**config.mk**
```make
export PLATFORM = sky130hd
export DESIGN_NAME = predgate_top
export DESIGN_NICKNAME = d
export VERILOG_FILES = /design/src/rtl/predgate_pkg.sv /design/src/rtl/predgate_enable_bank.sv /design/src/rtl/predgate_group_or.sv /design/src/rtl/predgate_gate_fsm.sv /design/src/rtl/predgate_top.sv
export SDC_FILE = /design/constraint.sdc
export NUM_CORES = 1
export LEC_CHECK = 0
export ABC_AREA = 0
export BUFFER_PORTS_ARGS = -buffer_cell sky130_fd_sc_hd__buf_2
export CORE_UTILIZATION = 55
export DETAILED_ROUTE_END_ITERATION = 10
export MAX_ROUTING_LAYER = met4
export PLACE_DENSITY = 0.81
export SLEW_MARGIN = 20
export SYNTH_ARGS = -nofsm -noshare
export SYNTH_HDL_FRONTEND = slang
export SYNTH_HIERARCHICAL = 1
export SYNTH_SLANG_ARGS = --single-unit
export TNS_END_PERCENT = 1
```
**constraint.sdc**
```tcl
create_clock -name clk -period 2.24 [get_ports clk]
set_input_delay 0.336 -clock clk [delete_from_list [all_inputs] [get_ports clk]]
set_output_delay 0.336 -clock clk [all_outputs]
set_load 0.01 [all_outputs]
```
**src/rtl/predgate_pkg.sv**
```systemverilog
package predgate_pkg;
    typedef enum logic [0:0] {
        GS_OPEN = 1'b0,
        GS_HOLD = 1'b1
    } gate_state_e;
endpackage

```
**src/rtl/predgate_enable_bank.sv**
```systemverilog
module predgate_enable_bank #(
    parameter int NUM_GROUPS = 47,
    parameter int GROUP_W    = 3,
    parameter int GIDX_W     = 6,
    parameter int CNT_W      = 2
) (
    input  logic                          clk,
    input  logic                          rst_n,
    input  logic                          wr_en,
    input  logic [GIDX_W-1:0]             wr_grp,
    input  logic [CNT_W-1:0]              wr_cnt,
    output logic [NUM_GROUPS*GROUP_W-1:0] en_mask
);
    logic [GROUP_W-1:0] thermo;

    // Count to thermometer: bit i set when the count exceeds i.
    always_comb begin
        for (int i = 0; i < GROUP_W; i++) begin
            thermo[i] = (wr_cnt > CNT_W'(i));
        end
    end

    for (genvar g = 0; g < NUM_GROUPS; g++) begin : g_grp
        logic [GROUP_W-1:0] mask_q;
        always_ff @(posedge clk) begin
            if (!rst_n) begin
                mask_q <= '0;
            end else if (wr_en && (wr_grp == GIDX_W'(g))) begin
                mask_q <= thermo;
            end
        end
        assign en_mask[g*GROUP_W +: GROUP_W] = mask_q;
    end
endmodule

```
**src/rtl/predgate_group_or.sv**
```systemverilog
module predgate_group_or #(
    parameter int NUM_GROUPS = 47,
    parameter int GROUP_W    = 3
) (
    input  logic                          clk,
    input  logic                          rst_n,
    input  logic [NUM_GROUPS*GROUP_W-1:0] td_pulse,
    input  logic [NUM_GROUPS*GROUP_W-1:0] en_mask,
    input  logic                          pred_win,
    output logic                          hit_now,
    output logic [NUM_GROUPS-1:0]         grp_hit
);
    logic [NUM_GROUPS-1:0] hit_c;

    // Per-group evaluation; a low window models the precharge phase.
    for (genvar g = 0; g < NUM_GROUPS; g++) begin : g_eval
        assign hit_c[g] = pred_win &
            (|(td_pulse[g*GROUP_W +: GROUP_W] & en_mask[g*GROUP_W +: GROUP_W]));
    end

    assign hit_now = |hit_c;

    always_ff @(posedge clk) begin
        if (!rst_n) begin
            grp_hit <= '0;
        end else begin
            grp_hit <= hit_c;
        end
    end
endmodule

```
**src/rtl/predgate_gate_fsm.sv**
```systemverilog
module predgate_gate_fsm
    import predgate_pkg::*;
(
    input  logic clk,
    input  logic rst_n,
    input  logic hit_now,
    output logic pred_flag,
    output logic clk_en
);
    gate_state_e state_q, state_d;

    always_ff @(posedge clk) begin
        if (!rst_n) begin
            state_q <= GS_OPEN;
        end else begin
            state_q <= state_d;
        end
    end

    always_comb begin
        state_d = state_q;
        unique case (state_q)
            GS_OPEN: state_d = hit_now ? GS_HOLD : GS_OPEN;  // T_PREDICT
            GS_HOLD: state_d = hit_now ? GS_HOLD : GS_OPEN;  // T_REPEAT / T_RELEASE
            default: state_d = GS_OPEN;
        endcase
    end

    always_comb begin
        pred_flag = 1'b0;
        clk_en    = 1'b1;
        unique case (state_q)
            GS_OPEN: begin
                pred_flag = 1'b0;
                clk_en    = 1'b1;
            end
            GS_HOLD: begin
                pred_flag = 1'b1;
                clk_en    = 1'b0;
            end
            default: begin
                pred_flag = 1'b0;
                clk_en    = 1'b1;
            end
        endcase
    end
endmodule

```
**src/rtl/predgate_top.sv**
```systemverilog
module predgate_top #(
    parameter int NUM_GROUPS = 47,
    parameter int GROUP_W    = 3,
    localparam int GIDX_W    = (NUM_GROUPS > 1) ? $clog2(NUM_GROUPS) : 1,
    localparam int CNT_W     = $clog2(GROUP_W + 1),
    localparam int TD_W      = NUM_GROUPS * GROUP_W
) (
    input  logic                  clk,
    input  logic                  rst_n,
    input  logic [TD_W-1:0]       td_pulse,
    input  logic                  pred_win,
    input  logic                  en_wr,
    input  logic [GIDX_W-1:0]     en_wr_grp,
    input  logic [CNT_W-1:0]      en_wr_cnt,
    output logic                  pred_flag,
    output logic                  clk_en,
    output logic [NUM_GROUPS-1:0] grp_hit
);
    logic [TD_W-1:0] en_mask;
    logic            hit_now;

    predgate_enable_bank #(
        .NUM_GROUPS(NUM_GROUPS), .GROUP_W(GROUP_W),
        .GIDX_W(GIDX_W), .CNT_W(CNT_W)
    ) u_bank (
        .clk(clk), .rst_n(rst_n), .wr_en(en_wr),
        .wr_grp(en_wr_grp), .wr_cnt(en_wr_cnt), .en_mask(en_mask)
    );

    predgate_group_or #(
        .NUM_GROUPS(NUM_GROUPS), .GROUP_W(GROUP_W)
    ) u_or (
        .clk(clk), .rst_n(rst_n), .td_pulse(td_pulse), .en_mask(en_mask),
        .pred_win(pred_win), .hit_now(hit_now), .grp_hit(grp_hit)
    );

    predgate_gate_fsm u_fsm (
        .clk(clk), .rst_n(rst_n), .hit_now(hit_now),
        .pred_flag(pred_flag), .clk_en(clk_en)
    );
endmodule

```
Yosys cells after proc, flatten, opt, wreduce, memory -nomap -nowiden
Cells that the tools add are included.
{ "totals": {"regBits": 189, "input_bits": 153, "output_inout_bits": 49, "wordCells": 292} }
{ "classes": {"n_lt_le_gt_ge": 3, "eq_ne": 46, "muxes": 3, "bitwise_logic": 95, "reduce_logical": 96} }
{ "op_table": {"columns": ["operator", "count"], "rows": [
  ["$and 3x3->3", 47],
  ["$reduce_or 3->1", 47],
  ["$eq 6x5->1 const B", 16],
  ["$eq 6x6->1 const B", 15],
  ["$eq 6x4->1 const B", 8],
  ["$and 1x1->1", 47],
  ["$logic_and 1x1->1", 47],
  ["$reduce_or 47->1", 1],
  ["$eq 6x3->1 const B", 4],
  ["$eq 6x2->1 const B", 2],
  ["$eq 6x1->1 const B", 1],
  ["$logic_not 6->1", 1],
  ["$gt 2x1->1 const B", 2],
  ["$pmux 1 s2", 2],
  ["$gt 2x2->1 const B", 1],
  ["$mux 1", 1],
  ["$not 1->1", 1]
]} }

Logic depth before layout (Yosys ltp)
Gate-level depths: netlist of run 1.
{ "logic_depth": {"word_depth": 5, "depth_mapped": 5, "depth_no_buf": 5} }

Modules after synthesis
The synthesis of run 1 kept the hierarchy.
{ "modules_own_cells": {"columns": ["mod", "instances", "cells_per_inst", "area_per_inst_um2", "seq_area_each_um2"], "rows": [
  ["predgate_enable_bank", 1, 534, 5356.4, 2822.7],
  ["predgate_group_or", 1, 164, 1712.9, 940.9],
  ["predgate_gate_fsm", 1, 3, 30.0, 20.0]
]} }

Worst setup path after synthesis of run 1
OpenSTA, ideal clock, no wires.
{ "synth_path": {"path_kind": "in2reg", "from": "in td_pulse[6]", "to": "reg u_fsm.state_q", "setup_ps": 115, "arrival_time_ps": 1317, "t_required_ps": 2125, "path_slack_ps": 808, "cell_stages": 5, "path_buffers": 0, "cell_sequence": "a222oi_1 nand4_1 nor4_1 a31oi_1 and2_1"} }
{ "synth_between": {"elab_chain_cells": 5} }
{ "synth_rtl": {"columns": ["item", "line_no", "rtl"], "rows": [
  ["start: declaration", "predgate_top.sv:10", "input logic [TD_W-1:0] td_pulse,"],
  ["$and 3x3->3", "predgate_group_or.sv:18", "(|(td_pulse[g*GROUP_W +: GROUP_W] & en_mask[g*GROUP_W +: GROUP_W]));"],
  ["$reduce_or 3->1", "predgate_group_or.sv:18", null],
  ["$and 1x1->1", "predgate_group_or.sv:17", "assign hit_c[g] = pred_win &"],
  ["$reduce_or 47->1", "predgate_group_or.sv:21", "assign hit_now = |hit_c;"],
  ["via hit_now", "predgate_top.sv:20", "logic hit_now;"],
  ["$mux 1", "predgate_gate_fsm.sv:23, predgate_gate_fsm.sv:24", null],
  ["end signal: assignment", "predgate_gate_fsm.sv:16", "state_q <= state_d;"],
  ["end: declaration", "predgate_gate_fsm.sv:10", "gate_state_e state_q, state_d;"]
]} }
The timed path passes the listed nets, and every way through them passes these cells.
A chain may end at the register's enable or synchronous reset.

Final worst setup path of run 1
{ "layout_path": {"from": "reg u_bank.g_grp[3].mask_q[0]", "to": "reg u_fsm.state_q"} }
{ "layout_between": {"elab_chain_cells": 5} }
{ "layout_rtl": {"columns": ["item", "line_no", "rtl"], "rows": [
  ["start: declaration", "predgate_enable_bank.sv:24", "logic [GROUP_W-1:0] mask_q;"],
  ["start signal: assignment", "predgate_enable_bank.sv:29", "mask_q <= thermo;"],
  ["$and 3x3->3", "predgate_group_or.sv:18", null],
  ["$reduce_or 3->1", "predgate_group_or.sv:18", null],
  ["$and 1x1->1", "predgate_group_or.sv:17", null],
  ["$reduce_or 47->1", "predgate_group_or.sv:21", null],
  ["via hit_now", "predgate_top.sv:20", null],
  ["$mux 1", "predgate_gate_fsm.sv:23, predgate_gate_fsm.sv:24", null]
]} }
The timed path passes the listed nets, and every way through them passes these cells.

==> results.json, run 1 <==
{
  "path_class": "register to register",
  "dr.pass1.iters": 6,
  "fmax_mhz": 545,
  "slew_violations": 0,
  "layout.cells.non_filler": 1083,
  "grt_pass1_wl_um": 29300,
  "clock_latency_ps": 430,
  "io_buffers": 201,
  "cts_setup_buffers": 0,
  "crit_slowest_cell": "a222oi_1",
  "endpoint": "u_fsm/state_q",
  "drive_gt1_frac": 0.288,
  "rsz0062_at_grt": "false",
  "clockBufferDepth": 2,
  "ys_warn_count": 6,
  "synth.distinct_cells": 26,
  "wirelength_um": 19000,
  "power_mw": 6.75,
  "max_stage_delay_ps": 570,
  "crit_chain": "a222oi_1, nand4_1, nor4_1, a31oi_1, and2_1",
  "hold_viol_final": 0,
  "yosysSeqAreaShare": 0.533,
  "rrSetupSlack_ps": 410,
  "routed.top_layer": "met4",
  "synth-seq-cells": 189,
  "powerDensity_nw_per_um2": 754,
  "period_minus_slack_ps": 1830,
  "required_ps": 2560,
  "met2_wirelength_um": 8950,
  "min_path_type": "input pin to register",
  "cts.root.buffer_cell": "clkbuf_16",
  "core_um2": 12600,
  "avgSynthCellArea_um2": 10.1,
  "drtIter0Drc": 595,
  "cts_hold_buffers": 0,
  "wl_per_cell_um": 17.5,
  "overflow": 0,
  "post_synth_inst_count": 701,
  "fp-row-count": 41,
  "initial_core_util": 0.563,
  "setup_tns_ps": 0,
  "ioPinCount": 202,
  "reg2reg_to": "u_fsm/state_q",
  "syn_area_um2": 7100,
  "finalSetupViolCount": 0,
  "die-area_um2": 13400,
  "layout_commonest_cell": "buf_2",
  "die_height_um": 116,
  "dp_hpwl_um": 13800,
  "pre_cts_slack_ps": 236,
  "path_max_fanout": 2,
  "vias": 6031,
  "track_usage": 0.301,
  "crit_start": "u_bank/g_grp[3].mask_q[0]",
  "die_w_um": 116,
  "gp_congestion": 0.852,
  "synth_edf_count": 0,
  "wl_met1_um": 8440,
  "layout_common_cells": "200 x buf_2, 189 x dfxtp_1, 177 x nand2_1",
  "relSlewSlack": 0.526,
  "syn_nets": 854,
  "cts.sinks": 189,
  "ctsResizeCount": 0,
  "cts_tree": "done",
  "postRouteAntennaNets": 0,
  "area_growth_syn_to_layout_pct": 26.0,
  "nNetsFinal": 1050,
  "dp.cells": 1050,
  "final.setup_skew_ps": 8.55,
  "start_kind": "register",
  "r2r_start": "u_bank/g_grp[3].mask_q[0]",
  "tightest_slew_ps": 712,
  "max_cap_violations": 0,
  "status": "completed",
  "synth.top_cell.area_share": 0.533,
  "min_period_over_period": 0.819,
  "ir_drop_uv": 554,
  "grt_max_degree": 72,
  "setup_ws_ps": 406,
  "drc_errors": 0,
  "htreeDepth": 4,
  "vias_per_cell": 5.57,
  "critPathArrivalTime_ps": 2160,
  "wl_met3_um": 1300,
  "worst-r2r-cell-count": 5,
  "grt_pass1_vias": 5776,
  "leakage_nw": 4.24,
  "clk_pin_slew_ps": 70,
  "cts_buffers": 17,
  "synthArstFlopShare": 0,
  "antenna_found_initial": 1,
  "synth_area_leaders": "dfxtp_1 53%, mux2i_1 20%, nand2_1 9.4%",
  "endpoint_kind": "register",
  "synth_flop_cell": "dfxtp_1",
  "yosysTopAreaCell": "dfxtp_1"
}
==> per-layer routing <==
metal | vias to the layer above | global-route usage
li1 | 2892 | -
met1 | 2865 | 0.383
met2 | 248 | 0.480
met3 | 26 | 0.0565
met4 | 0 | 0.109
met5 | - | -
==> cell families (layout without fill, tap and decap cells) <==
kind of cell | Yosys count | after routing | synth area share
flops | 189 | 189 | 0.533
simple gates | 277 | 277 | 0.175
other cells | 0 | 1 | 0
buf+inv | 45 | 254 | 0.0250
compound gates | 49 | 49 | 0.0679
mux | 141 | 141 | 0.199
==> stage by stage <==
step | util | hold WS [ps] | cell area (µm²)
5_1_grt | 0.709 | 194 | 8950
6_report | 0.709 | 183 | 8950
3_3_place_gp | 0.662 | 442 | 8350
4_1_cts | 0.709 | 169 | 8940
2_1_floorplan | - | 434 | 7100
3_5_place_dp | 0.662 | 452 | 8350
==> cell usage after synthesis, types with 2 or more instances <==
cell,n
mux2i_1,141
buf_1,7
nand2_1,178
nor4_1,3
a222oi_1,47
buf_2,7
dfxtp_1,189
nor2_1,59
nand3b_1,2
and3b_1,2
clkbuf_1,29
inv_1,2
nand3_1,2
nor4b_2,3
nand4b_1,4
nand4_1,11
and4bb_2,6
==> sequential cells by signal, summed over array words and instances, names as in the netlist <==
register / flops
u_fsm/state_q: 1
u_bank/g_grp.mask_q: 141
u_or/grp_hit: 47
==> final cells by class <==
cell class                      count  area, µm²
Inverter                            2       7.51
Multi-Input combinational cell    467       3160
Fill cell                         952       3670
Timing Repair Buffer              220       1190
Antenna cell                        1       2.50
Clock inverter                      5       78.8
Sequential cell                   189       3780
Tap cell                          172        215
Clock buffer                       27        513
==> how the worst min path moves through the flow <==
stage | slack [ps] | endpoint | from | cells after the start
5_1_grt | 190 | u_or/grp_hit[22] | td_pulse[68] | 3
6_report | 180 | u_or/grp_hit[21] | td_pulse[65] | 3
3_5_place_dp | 450 | u_bank/g_grp[31].mask_q[1] | u_bank/g_grp[31].mask_q[1] | 2
3_3_place_gp | 440 | u_bank/g_grp[30].mask_q[2] | u_bank/g_grp[30].mask_q[2] | 2
2_1_floorplan | 430 | u_bank/g_grp[11].mask_q[2] | u_bank/g_grp[11].mask_q[2] | 2
4_1_cts | 170 | u_or/grp_hit[21] | td_pulse[65] | 3
==> report_power, final <==
part	leakage, nW	internal [mW]	switching [mW]	total, mW
clock	0.292	1.79	1.20	2.99
sequential	1.52	3.37	0.00818	3.38
combinational	2.43	0.156	0.219	0.375
total	4.24	5.32	1.43	6.75
==> critical path: cells and delay by family (launching register included) <==
family           cells  cell delay [ps]
flip-flops           1              320
AND/OR/NAND/NOR      3              720
AO/OA/AOI/OAI        2              690
Power figures use the tool's default switching activity.
==> inputs of run 2 (changes only) <==
CORE_UTILIZATION = 52   (was 55)
PLACE_DENSITY = 0.77   (was 0.81)
clock period = 1.9 ns   (was 2.24 ns; I/O delays follow)
==> run 2 against run 1 <==
Combinational power rose by 19%. Register-to-register slack got worse by 380 ps. Global-route usage fell by 2.3 points. Highest routed layer unchanged.
==> results.json, run 2 (synthesis gave the netlist of run 1 again) <==
{
  "gp_congestion": 0.785,
  "cts_tree": "done",
  "cts.sinks": 189,
  "start_kind": "register",
  "max_cap_violations": 0,
  "io_buffers": 201,
  "final.setup_skew_ps": 5.13,
  "powerDensity_nw_per_um2": 857,
  "pre_cts_slack_ps": -166,
  "wl_per_cell_um": 17.2,
  "grt_pass1_wl_um": 29200,
  "crit_start": "u_bank/g_grp[36].mask_q[0]",
  "min_path_type": "input pin to register",
  "dr.pass1.iters": 6,
  "crit_chain": "a222oi_1, nand4_1, nor4_2, a31oi_1, and2_1",
  "clock_latency_ps": 430,
  "required_ps": 2220,
  "antenna_found_initial": 0,
  "multi_input_area_um2": 3170,
  "path_class": "register to register",
  "cts_buffers": 17,
  "period_minus_slack_ps": 1870,
  "grt_pass1_vias": 5682,
  "critPathBufInv": 0,
  "drive_gt1_frac": 0.303,
  "rsz0062_at_grt": "false",
  "reg2reg_to": "u_fsm/state_q",
  "min_period_over_period": 0.987,
  "max_stage_delay_ps": 580,
  "overflow": 0,
  "vias_per_cell": 5.51,
  "die_height_um": 119,
  "hold_viol_final": 0,
  "grt_max_degree": 94,
  "fill_cells": 1049,
  "largest_reg_flops": 141,
  "layout.cells.non_filler": 1096,
  "path_max_fanout": 2,
  "power_mw": 7.70,
  "r2r_start": "u_bank/g_grp[36].mask_q[0]",
  "track_usage": 0.279,
  "die-area_um2": 14100,
  "setup_tns_ps": 0,
  "area_growth_syn_to_layout_pct": 26.6,
  "clk_pin_slew_ps": 70,
  "setup_ws_ps": 25.1,
  "reg_top3": "u_bank/g_grp.mask_q: 141 flops, u_or/grp_hit: 47 flops, u_fsm/state_q: 1 flops",
  "ir_drop_uv": 622,
  "cp_top_family": "simple AND/OR/NAND/NOR gates",
  "cts_hold_buffers": 0,
  "layout_commonest_cell": "buf_2",
  "status": "completed",
  "crit_slowest_cell": "a222oi_1",
  "layout_common_cells": "200 x buf_2, 189 x dfxtp_1, 176 x nand2_1",
  "cts.root.buffer_cell": "clkbuf_16",
  "clockBufferDepth": 2,
  "fmax_mhz": 533,
  "core_um2": 13300,
  "worst-r2r-cell-count": 5,
  "fp-row-count": 42,
  "leakage_nw": 4.26,
  "seq_area_um2": 3780,
  "die_w_um": 119,
  "nNetsFinal": 1060,
  "wirelength_um": 18900,
  "diodes": 0,
  "endpoint_kind": "register",
  "postRouteAntennaNets": 0,
  "rrSetupSlack_ps": 30,
  "dp_hpwl_um": 13500,
  "vias": 6035,
  "relSlewSlack": 0.497,
  "drtIter0Drc": 563,
  "finalSetupViolCount": 0,
  "htreeDepth": 4,
  "endpoint": "u_fsm/state_q",
  "ioPinCount": 202,
  "initial_core_util": 0.534,
  "critPathArrivalTime_ps": 2200,
  "tightest_slew_ps": 752,
  "crit_cells": 5,
  "slew_violations": 0,
  "dp.cells": 1063,
  "regMostFlops": "u_bank/g_grp.mask_q",
  "drc_errors": 0
}
run 2: cell types whose count changed in the layout (fill, tap and decap cells not counted), sizes merged, moves of 2 or more:
cell,delta
bufinv,-2
buf,+10
clkbuf,-8
clkinvlp,+5
clkinv,+4
run 2: worst min path at each step:
stage / from / endpoint / slack (ps) / depth (start not counted)
final: td_pulse[65] / u_or/grp_hit[21] / 130 / 3
after floorplan: rst_n / u_fsm/state_q / 410 / 1
after global routing: td_pulse[104] / u_or/grp_hit[34] / 140 / 3
after global placement: u_bank/g_grp[14].mask_q[1] / u_bank/g_grp[14].mask_q[1] / 440 / 2
after detailed placement: u_bank/g_grp[15].mask_q[0] / u_bank/g_grp[15].mask_q[0] / 450 / 2
after CTS: td_pulse[65] / u_or/grp_hit[21] / 120 / 3
run 2: where the power goes:
part,switching (mW),leakage (nW),internal (mW)
sequential,0.00854,1.52,3.98
combinational,0.257,2.48,0.190
clock,1.53,0.257,1.74
total,1.79,4.26,5.91
run 2: repair_timing:
item | in CTS | in global routing
gates resized for setup | 0 | 1
pin swaps | 2 | 3
buffers inserted | 1 | 0
setup endpoints to repair | 1 | 1
endpoints found under the hold margin | 0 | 0
run 2: cell type report:
| type | count | area share |
|---|---|---|
| Clock inverter | 13 | 0.0103 |
| Sequential cell | 189 | 0.421 |
| Tap cell | 176 | 0.0245 |
| Multi-Input combinational cell | 467 | 0.352 |
| Timing Repair Buffer | 230 | 0.141 |
| Clock buffer | 19 | 0.0504 |
| Inverter | 2 | 0.000835 |
run 2: metrics by stage:
step	area, µm²	hold slack, ps	util
after floorplan	7100	412	-
after global placement	8430	443	0.634
after detailed placement	8430	448	0.634
after CTS	8980	116	0.675
after global routing	8990	140	0.676
final	8990	131	0.676
run 2: per-layer routing:
metal,share of wire,up-vias,global-route usage
met2,0.47,209,0.434
met5,0,-,-
li1,-,2910,-
met4,0.029,0,0.126
met3,0.059,37,0.0584
met1,0.44,2879,0.348
run 2: worst reg2reg max path, delay by kind of cell, from the launching register on:
kind	cells	cell delay (ps)
flip-flops	1	310
AND/OR/NAND/NOR	3	740
AO/OA/AOI/OAI	2	710
==> inputs of run 3 (changes only) <==
BUFFER_PORTS_ARGS = not set   (was -buffer_cell sky130_fd_sc_hd__buf_2)
CORE_UTILIZATION = 55   (was 52)
DONT_BUFFER_PORTS = 1   (was not set)
PLACE_DENSITY = 0.67   (was 0.77)
==> run 3 against run 2 <==
Utilization shrank 4.2 points. Maximum frequency increased by 4.2%. Combinational power is 51% lower. Die area decreased by 5.4%. Non-clock buffer count down 202. Count of clock-buffer cells in the layout is 2 higher. Critical path depth did not move. Highest routed layer unchanged.
==> results.json, run 3 (synthesis gave the netlist of run 1 again) <==
{
  "status": "completed",
  "leakage_nw": 3.41,
  "postRouteAntennaNets": 0,
  "top_usage_layer": "met2",
  "dp_hpwl_um": 13700,
  "layout.cells.non_filler": 889,
  "critPathArrivalTime_ps": 2130,
  "clockBufferDepth": 2,
  "htreeDepth": 4,
  "met2_usage": 0.496,
  "cts.root.buffer_cell": "clkbuf_16",
  "drive_gt1_frac": 0.102,
  "hold_ws_ps": 19.0,
  "powerDensity_nw_per_um2": 945,
  "grt_max_degree": 139,
  "largest_reg_flops": 141,
  "required_ps": 2230,
  "slew_violations": 0,
  "dp.cells": 854,
  "vias": 5411,
  "diodes": 0,
  "antenna_found_initial": 0,
  "setup_ws_ps": 101,
  "nNetsFinal": 858,
  "final.setup_skew_ps": 6.40,
  "endpoint_kind": "register",
  "min_path_type": "input pin to register",
  "met3_usage": 0.104,
  "min_period_over_period": 0.947,
  "hold_viol_final": 0,
  "layout_commonest_cell": "dfxtp_1",
  "cts_buffers": 17,
  "start_kind": "register",
  "wl_per_cell_um": 22.2,
  "dr.pass1.iters": 6,
  "clock_latency_ps": 430,
  "fp-row-count": 41,
  "gp_congestion": 0.827,
  "wirelength_um": 19700,
  "die_w_um": 116,
  "path_max_fanout": 2,
  "period_minus_slack_ps": 1800,
  "path_class": "register to register",
  "drtIter0Drc": 439,
  "max_cap_violations": 0,
  "ir_drop_uv": 561,
  "area_growth_syn_to_layout_pct": 12.7,
  "initial_core_util": 0.563,
  "cts_tree": "done",
  "io_buffers": 0,
  "fmax_mhz": 556,
  "regMostFlops": "u_bank/g_grp.mask_q",
  "finalSetupViolCount": 0,
  "pre_cts_slack_ps": 120,
  "cts.sinks": 189,
  "relSlewSlack": 0.553,
  "vias_per_cell": 6.09,
  "rsz0062_at_grt": "true",
  "post-route-util": 0.634,
  "track_usage": 0.309,
  "die_height_um": 116,
  "drc_errors": 0,
  "grt_pass1_vias": 5419,
  "reg_top3": "u_bank/g_grp.mask_q: 141 flops, u_or/grp_hit: 47 flops, u_fsm/state_q: 1 flops",
  "tightest_slew_ps": 668,
  "layout_common_cells": "188 x dfxtp_1, 176 x nand2_1, 141 x mux2i_1",
  "overflow": 0,
  "use_met1": 0.357,
  "die-area_um2": 13400,
  "core_um2": 12600,
  "grt_pass1_wl_um": 29200,
  "ioPinCount": 202,
  "clk_pin_slew_ps": 70
}
==> run 3: worst paths after layout <==
kind / from / to / slack (ps) / depth (start not counted)
max: u_bank/g_grp[17].mask_q[0] / u_fsm/state_q / 100 / 5
min: rst_n / u_bank/g_grp[18].mask_q[1] / 20 / 2
max reg2reg: u_bank/g_grp[17].mask_q[0] / u_fsm/state_q / 100 / 5
min reg2reg: u_bank/g_grp[46].mask_q[1] / u_bank/g_grp[46].mask_q[1] / 460 / 2
==> run 3: layout make-up <==
type                       count  area, µm²
clock buffer                  21        470
fill                        1114       4620
multi-input combinational    467       3170
inverter                       2       7.51
clock inverter                10       88.8
tap                          172        215
sequential                   189       3780
timing repair buffer          28        268
==> run 3: metrics by stage <==
stage | area (µm²) | TNS, ps | power, mW
3_3_place_gp | 7400 | 0 | 4.28
2_1_floorplan | 7100 | 0 | 4.26
4_1_cts | 7980 | 0 | 7.62
3_5_place_dp | 7400 | 0 | 4.28
6_report | 8000 | 0 | 7.56
5_1_grt | 8000 | -35.3 | 7.81
==> run 3: worst max-delay path: stages (launching register included) <==
cell	delay (ps)
dfxtp_1	320
a222oi_1	600
nand4_1	210
nor4_1	320
a31oi_1	110
and2_1	140
==> run 3: repair_timing <==
item,in CTS,in global routing
gates resized for setup,0,2
setup endpoints to repair,0,1
buffers inserted,0,1
endpoints found under the hold margin,8,1
hold buffers,2,1
==> run 3: power breakdown <==
group	internal (mW)	total (mW)	switching [mW]
Clock	1.90	3.36	1.46
Combinational	0.0776	0.217	0.140
Sequential	3.98	3.99	0.0112
Total	5.95	7.56	1.61
==> run 3: metal layers <==
metal | share of wire | up-vias
met2 | 0.48 | 228
met3 | 0.086 | 39
met4 | 0.027 | 0
li1 | - | 2499
met1 | 0.41 | 2645
met5 | 0 | -
